File: config.mk
export PLATFORM = sky130hd
export DESIGN_NAME = supv_reset_gen
export DESIGN_NICKNAME = d
export VERILOG_FILES = /design/src/rtl/supv_pkg.sv /design/src/rtl/supv_sync.sv /design/src/rtl/supv_rec_timer.sv /design/src/rtl/supv_reset_gen.sv
export SDC_FILE = /design/constraint.sdc
export NUM_CORES = 1
export LEC_CHECK = 0
export CAP_MARGIN = 10
export CORE_MARGIN = 2
export CORE_UTILIZATION = 55
export CTS_BUF_LIST = sky130_fd_sc_hd__clkbuf_16
export DETAILED_ROUTE_END_ITERATION = 8
export DONT_BUFFER_PORTS = 1
export PLACE_DENSITY = 0.77
export SLEW_MARGIN = 20
export SYNTH_ARGS = -nofsm -noshare
export SYNTH_HDL_FRONTEND = slang
export SYNTH_SLANG_ARGS = --single-unit
File: constraint.sdc
create_clock -name clk -period 2.1 [get_ports clk]
set_input_delay 0.315 -clock clk [delete_from_list [all_inputs] [get_ports clk]]
set_output_delay 0.315 -clock clk [all_outputs]
set_load 0.01 [all_outputs]
File: src/rtl/supv_pkg.sv
package supv_pkg;

  // Output variants: active-low only, or active-low plus its complement.
  typedef enum logic {
    OUT_LOW_ONLY = 1'b0,
    OUT_BOTH     = 1'b1
  } out_variant_e;

  // Number of bits needed to hold a count from 0 up to limit inclusive.
  function automatic int unsigned count_bits(input int unsigned limit);
    return (limit < 2) ? 1 : $clog2(limit + 1);
  endfunction

  // The recovery timer is finished once it has reached its limit.
  function automatic bit timer_finished(input int unsigned value,
                                        input int unsigned limit);
    return value >= limit;
  endfunction

endpackage

File: src/rtl/supv_sync.sv
module supv_sync #(
  parameter int unsigned     WIDTH   = 2,
  parameter int unsigned     STAGES  = 2,
  parameter logic [WIDTH-1:0] RST_VAL = '0
) (
  input  logic             clk,
  input  logic             srst,
  input  logic [WIDTH-1:0] async_i,
  output logic [WIDTH-1:0] sync_o
);

  logic [WIDTH-1:0] stage_q [STAGES];

  for (genvar s = 0; s < STAGES; s++) begin : g_stage
    if (s == 0) begin : g_first
      always_ff @(posedge clk) begin
        if (srst) stage_q[s] <= RST_VAL;
        else      stage_q[s] <= async_i;
      end
    end else begin : g_next
      always_ff @(posedge clk) begin
        if (srst) stage_q[s] <= RST_VAL;
        else      stage_q[s] <= stage_q[s-1];
      end
    end
  end

  assign sync_o = stage_q[STAGES-1];

endmodule

File: src/rtl/supv_rec_timer.sv
module supv_rec_timer #(
  parameter int unsigned LIMIT = 10_000_000,
  localparam int unsigned CW   = supv_pkg::count_bits(LIMIT)
) (
  input  logic          clk,
  input  logic          srst,
  input  logic          hold_i,
  output logic          done_o,
  output logic [CW-1:0] count_o
);

  localparam logic [CW-1:0] LIMIT_C = CW'(LIMIT);

  logic [CW-1:0] cnt_q;

  always_ff @(posedge clk) begin
    if (srst || hold_i) begin
      cnt_q <= '0;
    end else if (!supv_pkg::timer_finished(32'(cnt_q), LIMIT)) begin
      cnt_q <= cnt_q + 1'b1;
    end
  end

  assign done_o  = (cnt_q == LIMIT_C);
  assign count_o = cnt_q;

  // any active request leaves the timer at zero on the next cycle.
  a_r3_hold_clears: assert property (@(posedge clk) disable iff (srst)
    hold_i |=> (count_o == '0));

  // once finished and with no request, the timer stays finished.
  a_r2_done_sticks: assert property (@(posedge clk) disable iff (srst)
    (done_o && !hold_i) |=> done_o);

  // the power-on reset leaves the timer cleared.
  a_r9_srst_clears: assert property (@(posedge clk)
    srst |=> (count_o == '0));

endmodule

File: src/rtl/supv_reset_gen.sv
module supv_reset_gen #(
  parameter int unsigned           REC_CYCLES = 10_000_000,
  parameter int unsigned           SYNC_DEPTH = 2,
  parameter bit                    WD_EN      = 1'b1,
  parameter supv_pkg::out_variant_e VARIANT   = supv_pkg::OUT_BOTH,
  localparam int unsigned          CW         = supv_pkg::count_bits(REC_CYCLES)
) (
  input  logic clk,
  input  logic srst,
  input  logic supply_ok_i,
  input  logic mr_n_i,
  input  logic wd_req_i,
  output logic rst_n_o,
  output logic rst_o
);

  localparam logic [CW-1:0] LAST_C = CW'(REC_CYCLES - 1);

  // Synchronized view of the asynchronous requests; reset to "request active".
  logic [1:0] sync_q;
  logic       sup_ok_s;
  logic       mr_n_s;
  logic       wd_hit;
  logic       req_any;
  logic       rec_done;
  logic [CW-1:0] tmr_count;
  logic       rst_active;

  supv_sync #(
    .WIDTH   (2),
    .STAGES  (SYNC_DEPTH),
    .RST_VAL (2'b00)
  ) u_sync (
    .clk     (clk),
    .srst    (srst),
    .async_i ({supply_ok_i, mr_n_i}),
    .sync_o  (sync_q)
  );

  assign sup_ok_s = sync_q[1];
  assign mr_n_s   = sync_q[0];

  if (WD_EN) begin : g_wd
    assign wd_hit = wd_req_i;
    // a watchdog request holds reset in the same cycle.
    a_r6_wd_asserts: assert property (@(posedge clk) disable iff (srst)
      wd_req_i |-> !rst_n_o);
  end else begin : g_no_wd
    assign wd_hit = 1'b0;
    // with the watchdog removed, its input never keeps reset asserted.
    a_r7_wd_ignored: assert property (@(posedge clk) disable iff (srst)
      (wd_req_i && sup_ok_s && mr_n_s && rec_done) |-> rst_n_o);
  end

  assign req_any = !sup_ok_s || !mr_n_s || wd_hit;

  supv_rec_timer #(
    .LIMIT   (REC_CYCLES)
  ) u_timer (
    .clk     (clk),
    .srst    (srst),
    .hold_i  (req_any),
    .done_o  (rec_done),
    .count_o (tmr_count)
  );

  assign rst_active = req_any || !rec_done;
  assign rst_n_o    = !rst_active;

  if (VARIANT == supv_pkg::OUT_BOTH) begin : g_both
    assign rst_o = rst_active;
    // the active-high output is the complement of the active-low one.
    a_r8_complement: assert property (@(posedge clk) disable iff (srst)
      rst_o != rst_n_o);
  end else begin : g_low_only
    assign rst_o = 1'b0;
    // low-only variant keeps the active-high port quiet.
    a_r8_high_quiet: assert property (@(posedge clk) disable iff (srst)
      !rst_o);
  end

  // a synchronized supply-low flag always holds reset.
  a_r1_supply_holds: assert property (@(posedge clk) disable iff (srst)
    !sup_ok_s |-> !rst_n_o);

  // a synchronized manual request always holds reset.
  a_r4_manual_holds: assert property (@(posedge clk) disable iff (srst)
    !mr_n_s |-> !rst_n_o);

  // the cycle after the last request drops, reset is still held.
  a_r5_min_width: assert property (@(posedge clk) disable iff (srst)
    $fell(req_any) |=> !rst_n_o);

  // reset is released only after a quiet cycle at the last count step.
  a_r2_full_period: assert property (@(posedge clk) disable iff (srst)
    $rose(rst_n_o) |-> ($past(!req_any) && ($past(tmr_count) == LAST_C)));

endmodule

After elaboration in Yosys (flattened, before gate mapping)
Memory sizes are Yosys's and may differ from the RTL's.
Cells that the tools add are included.
Widths: inputs -> output; s select.
{"block": "op_classes", "n_addsub": 1, "shifts": 0, "n_bitwise": 2, "n_eq_ne": 1, "muxes": 5, "magnitude_cmp": 1, "div": 0, "n_mul": 0, "reduce_logical": 8}
{"cell": "$add 24x1->24 const B", "count": 1}
{"cell": "$eq 24x24->1 const B", "count": 1}
{"cell": "$ge 24x24->1 const B", "count": 1}
{"cell": "$logic_not 1->1", "count": 4}
{"cell": "$logic_or 1x1->1", "count": 4}
{"cell": "$mux 2", "count": 2}
{"cell": "$mux 1", "count": 3}
{"cell": "$or 1x1->1", "count": 2}
{"block": "word_totals", "regBits": 24, "latch_bits": 0, "ram_bits": 4, "wordCells": 20, "memories": 1, "romBits": 0}
{"memory": "u_sync.stage_q", "words": 2, "width": 2, "read_ports": 2, "rd_ports_with_merged_regs": 0, "write_ports": 2, "line": "supv_sync.sv:12", "rtl": "logic [WIDTH-1:0] stage_q [STAGES];"}

Longest topological paths before layout
Gate-level depths: netlist of run 1.
{"block": "depth", "ltp_word": 5, "depth_mapped": 8}

Cells and area by module
Synthesis of run 1 repeated with hierarchy kept, for this count alone.
{"block": "hier_totals", "hier_cells": 185, "area_unflattened_um2": 1592.8}
{"mod": "supv_rec_timer", "cells_each": 174, "seq_area_each_um2": 480.5, "area_per_inst_um2": 1461.4, "n_inst": 1}
{"mod": "supv_sync", "cells_each": 8, "seq_area_each_um2": 80.1, "area_per_inst_um2": 105.1, "n_inst": 1}
{"mod": "supv_reset_gen", "cells_each": 3, "seq_area_each_um2": 0.0, "area_per_inst_um2": 26.3, "n_inst": 1}

Least setup slack after synthesis of run 1
OpenSTA, ideal clock, no wires.
{"block": "synth_path", "kind": "reg2out", "from": "reg u_timer.cnt_q[21], in the netlist u_timer.count_o[21]", "to": "out rst_n_o", "stages_incl_launch_ff": 9, "slack_ps": 131, "path_buffers": 3, "t_arrival_ps": 1654, "path_cell_list": "dfxtp_1 > or2_1 > nor4_4 > and3_1 > buf_6 > buf_8 > buf_4 > nand4_1 > inv_1"}
{"block": "synth_between", "elab_chain_cells": 4}
{"element": "from (decl)", "line": "supv_rec_timer.sv:14", "rtl": "logic [CW-1:0] cnt_q;"}
{"element": "from (signal assigned)", "line": "supv_rec_timer.sv:20", "rtl": "cnt_q <= cnt_q + 1'b1;"}
{"element": "$eq 24x24->1", "line": "supv_rec_timer.sv:24", "rtl": "assign done_o = (cnt_q == LIMIT_C);"}
{"element": "$logic_not 1->1", "line": "supv_reset_gen.sv:67", "rtl": "assign rst_active = req_any || !rec_done;"}
{"element": "$logic_or 1x1->1", "line": "supv_reset_gen.sv:67"}
{"element": "net rst_o", "line": "supv_reset_gen.sv:14", "rtl": "output logic rst_o"}
{"element": "$logic_not 1->1", "line": "supv_reset_gen.sv:68", "rtl": "assign rst_n_o = !rst_active;"}
{"element": "to (decl)", "line": "supv_reset_gen.sv:13", "rtl": "output logic rst_n_o,"}
The timed path passes the listed nets, and every way through them passes these cells.

Final worst setup path of run 1
{"block": "layout_path", "from": "reg u_timer.cnt_q[10], in the netlist u_timer.count_o[10]", "to": "out rst_o"}
{"block": "layout_between", "elab_chain_cells": 3}
{"element": "$eq 24x24->1", "line": "supv_rec_timer.sv:24"}
{"element": "$logic_not 1->1", "line": "supv_reset_gen.sv:67"}
{"element": "$logic_or 1x1->1", "line": "supv_reset_gen.sv:67"}
{"element": "to (decl)", "line": "supv_reset_gen.sv:14"}
No other way between the ends.

==> impl_metrics.py, run 1 <==
metrics = {
    "worst_setup_path": {
        "rr_endpoint": "u_timer.count_o[22]",
        "cp_max_fo": 7,
        "r2r_slack_ns": 0.12,
        "arrival_ns": 1.77,
        "r2r-start": "u_timer.count_o[1]",
        "worstSetupPathType": "reg -> out",
        "critPathRequiredTime_ns": 1.78,
        "endpoint_kind": "output pin",
        "start_kind": "register",
        "reg2reg_depth": 6,
    },
    "routing": {
        "via_count": 1339,
        "wire_per_inst_um": 16.0,
        "first_iter_violations": 36,
        "antenna_left": 0,
        "drt_wl_total_mm": 3.23,
        "drc": 0,
        "via_per_inst": 6.63,
        "first_pass_iters": 4,
    },
    "hold_path": {
        "holdPathEnd": "u_sync.stage_q[1][1]",
        "worstHoldPathCells": 1,
        "min_from": "srst",
        "hp-class": "in -> reg",
    },
    "global_routing": {
        "grt_max_degree": 25,
        "grt_overflow_total": 0,
        "grt_pass1_wl_mm": 5.73,
        "grt_pass1_vias": 1332,
        "grt_util_all_layers_pct": 22.7,
        "grt_antenna_before_repair": 0,
    },
    "clock_network": {
        "clk_latency_ns": 0.27,
        "htreeDepth": 1,
        "tritoncts": "yes",
        "cts_buffer_depth": 2,
        "postCtsHoldBufs": 0,
        "cts_setup_buffers": 0,
        "cts_root_buf": "clkbuf_16",
        "cts_made_buffers": 3,
        "cts_sinks": 28,
        "cts.clk_slew.worst_paths_ns": 0.07,
    },
    "pwr": {
        "p_leak_uw": 0.000511,
        "power.share.switching_pct": 17.4,
        "p_per_area_nw_per_um2": 675,
        "switchingPower_uw": 193,
        "seqPwrFrac_pct": 48.2,
        "share_comb_of_total_power_pct": 0.3,
        "ir_drop_mv": 0.651,
        "pwr-share-clk_pct": 51.4,
        "internal-power_uw": 916,
    },
    "synthesis": {
        "synth_edf_count": 0,
        "synth_nets": 178,
        "syn_inst": 171,
        "async_flop_share_pct": 0,
        "synth.avg_cell_area_um2": 8.69,
        "synth_cell_type_count": 43,
        "synthFlopType": "dfxtp_1",
        "synth_warnings": 0,
        "synth_area_um2": 1490,
        "ys_seq_area_share_pct": 37.7,
        "ys_ff_latch": 28,
    },
    "sta": {
        "setup_viol": 0,
        "fin_crit_sh_pct": 99.1,
        "rsz0062_at_grt": "yes",
        "fin_skew_ns": 0.00259,
        "finalMaxSlewViolations": 0,
        "fmax_mhz": 481,
        "worst_slew_pin_slew_ns": 0.685,
        "fin_crit_ns": 2.08,
        "finalHoldViolCount": 0,
        "maxSlewHeadroom_pct": 54.3,
        "finalWorstSetupSlack_ns": 0.0193,
    },
    "floorplanning": {
        "die_w_um": 56.0,
        "fp.dieArea_um2": 3130,
        "core_um2": 2520,
        "ios": 7,
        "initial_core_util_pct": 58.9,
        "row_count": 18,
        "fp.dieH_um": 56.0,
    },
    "finish": {
        "final_util_pct": 65.1,
        "final_nets": 180,
        "nFillCells": 203,
        "syn_to_final_growth_pct": 10.6,
        "diodes": 0,
        "layout_commonest_cell": "dfxtp_1",
        "drive_above_1_share_pct": 12.2,
        "layout_common_cells": "27 x dfxtp_1, 18 x a21oi_1, 14 x nand3_1",
    },
    "job": {
        "cap_violations": 0,
    },
    "placed_design": {
        "place_ws_ns": 0.0948,
        "port_buffers": 0,
        "hpwl_mm": 2.14,
        "place.gp.congestion": 0.846,
    },
    "outcome": {
        "status": "finished, final reports clean",
    },
}
[power groups by stage]
| stage | sequential [uW] | combinational, uW | clock [uW] |
|---|---|---|---|
| 6_report | 535 | 3.85 | 570 |
| 5_1_grt | 535 | 4.39 | 605 |
| 4_1_cts | 535 | 3.91 | 576 |
| 3_5_place_dp | 548 | 3.93 | 0 |
| 3_3_place_gp | 547 | 3.76 | 0 |
| 2_1_floorplan | 547 | 3.30 | 0 |
[worst max-delay path by stage]
stage | from | end | slack, ns | depth (start not counted)
2_1_floorplan | u_timer.count_o[21] | rst_n_o | 0.13 | 8
3_3_place_gp | u_timer.count_o[0] | u_timer.count_o[22] | 0.1 | 6
3_5_place_dp | u_timer.count_o[0] | u_timer.count_o[22] | 0.09 | 6
4_1_cts | u_timer.count_o[9] | rst_o | 0.04 | 5
5_1_grt | u_timer.count_o[10] | rst_o | -0.07 | 5
6_report | u_timer.count_o[10] | rst_o | 0.02 | 5
[registers in the layout, summed over array words and instances, names as in the netlist]
name	count
u_timer.count_o	24
u_sync.stage_q	4
[cells by family after synthesis]
| group | count (synthesis) | synth area share [%] |
|---|---|---|
| buf+inv | 12 | 5.22 |
| compound gates | 46 | 19.8 |
| fa+ha+maj | 2 | 1.68 |
| simple gates | 80 | 33.5 |
| mux | 3 | 2.02 |
| flops | 28 | 37.7 |
[cell type report]
type	count	area, um^2	area share [%]
clock buffers	3	75.1	4.57
well taps	30	37.5	2.28
inverters	4	15.0	0.914
flip-flops and latches	28	562	34.2
repair buffers	5	50.0	3.05
multi-input cells	131	873	53.2
clock inverters	1	30.0	1.83
[layer usage]
metal	up-vias	GRT usage, %	routed length (um)
met5	-	0	0
met4	0	11.2	71
met3	10	6.51	181
met2	45	35.8	1610
met1	623	28.4	1370
li1	661	-	-
[critical path: stages, from the launching register on]
cell and delay, ns:
dfxtp_1 0.45, nand4b_1 0.20, nor4_2 0.28, and3_4 0.29, nand4_1 0.12, buf_4 0.17
[stage by stage]
| stage | setup TNS, ns | cell area [um^2] | std cells | total power, uW | hold slack (ns) |
|---|---|---|---|---|---|
| 2_1_floorplan | 0 | 1490 | 171 | 550 | 0.387 |
| 3_3_place_gp | 0 | 1510 | 198 | 551 | 0.388 |
| 3_5_place_dp | 0 | 1510 | 198 | 551 | 0.390 |
| 4_1_cts | 0 | 1620 | 202 | 1120 | 0.108 |
| 5_1_grt | -0.0883 | 1640 | 202 | 1140 | 0.0971 |
| 6_report | 0 | 1640 | 202 | 1110 | 0.109 |
[what timing repair did]
action | CTS | global route
pin swaps | 0 | 1
gates resized for setup | 1 | 7
setup endpoints to repair | 1 | 9
cloned | 0 | 0
[Yosys cell counts, types with 3 or more instances]
library cell,count,area (um^2)
a21oi_1,18,90.1
and3_1,4,25.0
dfxtp_1,28,561
inv_1,4,15.0
mux2i_1,3,30.0
nand2_1,12,45.0
nand2b_1,3,18.8
nand3_1,14,70.1
nand4_1,3,18.8
nor2_1,5,18.8
nor2b_1,5,31.3
nor3_1,3,15.0
nor4_1,3,18.8
o21a_1,3,22.5
o21ai_1,3,15.0
o31ai_1,13,97.6
or3_1,3,18.8
or4_1,13,97.6
Power figures use the tool's default switching activity.
==> inputs of run 2 (changes only) <==
ABC_AREA = 1   (was default)
PLACE_DENSITY = 0.69   (was 0.77)
SYNTH_HIERARCHICAL = 1   (was default)
==> run 2 against run 1 <==
  * Power down 14%
  * Worst setup slack better by 0.12 ns
  * Clock-buffer cell count unchanged
  * Worst hold slack better by 0.0043 ns
  * Utilization down 2.8 points
  * Final cell count up 72%
  * First-iteration DRC count rose to 3.1 times the previous value
  * Design area up 18%
  * Clock power down 26%
  * Largest cell class unchanged
  * Largest power group is now registers
==> impl_metrics.py, run 2 <==
metrics = {
    "outcome": {
        "status": "finished, final reports clean",
    },
    "worst_setup_path": {
        "reg2reg_depth": 9,
        "arrival_ns": 1.64,
        "crit_family": "simple AND/OR/NAND/NOR gates",
        "cp_cell_sequence": "nand2_1 > clkinv_1 > nand2_1 > nor2_1 > nor3b_2 > inv_1 > nor2_2",
        "r2r-start": "u_timer/count_o[15]",
        "rr_endpoint": "u_timer/count_o[10]",
        "cpMaxStageDelayCell": "dfxtp_1",
        "slowest_delay_ns": 0.45,
        "critPathRequiredTime_ns": 1.78,
        "worstSetupPathType": "reg -> out",
        "r2r_slack_ns": 0.25,
        "path_buf_inv": 2,
        "endpoint_kind": "output pin",
        "start_kind": "register",
        "cpMostUsedCell": "nand2_1",
        "cp_max_fo": 6,
        "path_depth": 7,
    },
    "synthesis": {
        "synth_edf_count": 0,
        "ys_top_cells_by_area": "dfxtp_1 31%, nand2_1 24%, nor2_1 12%, a21oi_1 5.5%, inv_1 4.5%",
        "synth.avg_cell_area_um2": 5.99,
        "yosysMostFrequentCell": "nand2_1",
        "synth_top_area_share_pct": 30.8,
        "yosysTopAreaCell": "dfxtp_1",
        "synth_commonest_cells": "116 x nand2_1, 59 x nor2_1, 28 x dfxtp_1",
        "ys_seq_area_share_pct": 30.8,
        "async_flop_share_pct": 0,
        "ys_ff_latch": 28,
        "synth_cell_type_count": 24,
        "synth_nets": 311,
        "syn_inst": 304,
        "synth_warnings": 6,
        "synthFlopType": "dfxtp_1",
        "synth_area_um2": 1820,
    },
    "pwr": {
        "ir_drop_mv": 0.370,
        "power_uw": 959,
        "p_leak_uw": 0.000657,
        "p_per_area_nw_per_um2": 496,
    },
    "clock_network": {
        "clk_latency_ns": 0.26,
        "cts_sinks": 28,
        "cts_made_buffers": 3,
        "cts_setup_buffers": 0,
        "htreeDepth": 1,
        "cts_buffer_depth": 2,
        "postCtsHoldBufs": 0,
        "cts.clk_slew.worst_paths_ns": 0.06,
        "tritoncts": "yes",
        "cts.repair.resized": 0,
        "cts_root_buf": "clkbuf_16",
    },
    "finish": {
        "nFillCells": 325,
        "layoutNonFillerInstCount": 348,
        "diodes": 0,
        "layout_common_cells": "116 x nand2_1, 59 x nor2_1, 28 x dfxtp_1",
        "drive_above_1_share_pct": 6.25,
        "multi_input_area_um2": 1130,
        "syn_to_final_growth_pct": 6.11,
        "final_util_pct": 62.3,
        "largest_reg_flops": 24,
        "area.sequential_um2": 561,
        "final_nets": 313,
        "layout_commonest_cell": "nand2_1",
    },
    "global_routing": {
        "grt_overflow_total": 0,
        "grt_pass1_wl_mm": 7.04,
        "grt_util_all_layers_pct": 25.1,
        "grt_max_degree": 22,
        "grt_antenna_before_repair": 0,
        "grt_pass1_vias": 1579,
    },
    "sta": {
        "setup-tns-final_ns": 0,
        "fmax_mhz": 511,
        "fin_crit_sh_pct": 93.2,
        "fin_skew_ns": 0.00471,
        "fin_crit_ns": 1.96,
        "finalMaxSlewViolations": 0,
        "maxSlewHeadroom_pct": 53.6,
        "setup_viol": 0,
        "worst_slew_pin_slew_ns": 0.695,
        "finalWorstSetupSlack_ns": 0.142,
        "finalHoldViolCount": 0,
        "rsz0062_at_grt": "no",
    },
    "placed_design": {
        "placed_cells": 345,
        "place.gp.congestion": 0.892,
        "hpwl_mm": 3.23,
        "port_buffers": 0,
        "place_ws_ns": 0.280,
    },
    "routing": {
        "wire_per_inst_um": 12.1,
        "first_pass_iters": 4,
        "antenna_left": 0,
        "first_iter_violations": 112,
        "drt_wl_total_mm": 4.22,
        "via_per_inst": 5.20,
        "drc": 0,
        "via_count": 1808,
    },
    "hold_path": {
        "min_from": "srst",
        "holdPathEnd": "u_sync/stage_q[1][0]",
        "worstHoldPathCells": 1,
        "hp-class": "in -> reg",
    },
    "job": {
        "cap_violations": 0,
    },
    "floorplanning": {
        "fp.dieH_um": 61.6,
        "initial_core_util_pct": 58.7,
        "ios": 7,
        "row_count": 20,
        "fp.dieArea_um2": 3790,
        "die_w_um": 61.6,
        "core_um2": 3100,
    },
}
==> run 2: changes by cell type after synthesis, moves of 5 or more <==
cell,change
inv_1,+18
or4_1,-13
nor2b_1,-5
nand4_1,+6
xor2_1,+9
nand2_1,+104
o31ai_1,-13
nor2_1,+54
==> run 2: metal layers <==
layer / vias up / routed length, um / track usage [%] / share of wire (%)
met2: 28 / 1910 / 39.8 / 45
li1: 947 / - / - / -
met4: 0 / 76 / 7.90 / 1.8
met3: 8 / 142 / 5.67 / 3.4
met5: - / 0 / 0 / 0
met1: 825 / 2100 / 34.0 / 50
==> run 2: how the worst max path moves through the flow <==
stage,slack [ns],end,start
floorplan,0.57,rst_n_o,u_timer/count_o[2]
global placement,0.30,u_timer/count_o[19],u_timer/count_o[15]
detailed placement,0.28,u_timer/count_o[10],u_timer/count_o[15]
CTS,0.06,rst_n_o,u_timer/count_o[15]
global route,0.06,rst_n_o,u_timer/count_o[10]
finish,0.14,rst_n_o,u_timer/count_o[15]
==> run 2: cell type report <==
class / count / area share, %
timing repair buffer: 3 / 1.17
sequential: 28 / 29.0
multi-input combinational: 245 / 58.3
inverter: 25 / 4.85
clock buffer: 3 / 3.88
tap: 44 / 2.85
==> run 2: power breakdown <==
group / internal (uW) / switching (uW) / total (uW)
clock network: 252 / 166 / 419
registers: 535 / 1.66 / 536
logic: 1.84 / 2.73 / 4.58
total: 789 / 171 / 959
==> run 2: through the flow <==
step / hold WS (ns) / cell area, um^2
after CTS: 0.107 / 1930
after global placement: 0.387 / 1850
after global routing: 0.107 / 1930
after floorplan: 0.386 / 1820
after detailed placement: 0.389 / 1850
final: 0.113 / 1930
==> run 2: cells by family after synthesis <==
family,after synthesis,synth area share (%)
simple gates,207,47.4
buf+inv,31,7.69
flops,28,30.8
fa+ha+maj,2,1.37
xor+xnor,11,5.29
compound gates,25,7.49
==> run 2: worst register-to-register path: cells and delay by family, from the launching register on <==
kind                   cells  cell delay (ns)
AOI/OAI and AO/OA          1             0.15
DFF                        1             0.45
buffers and inverters      2             0.29
and+or+nand+nor            6             0.88
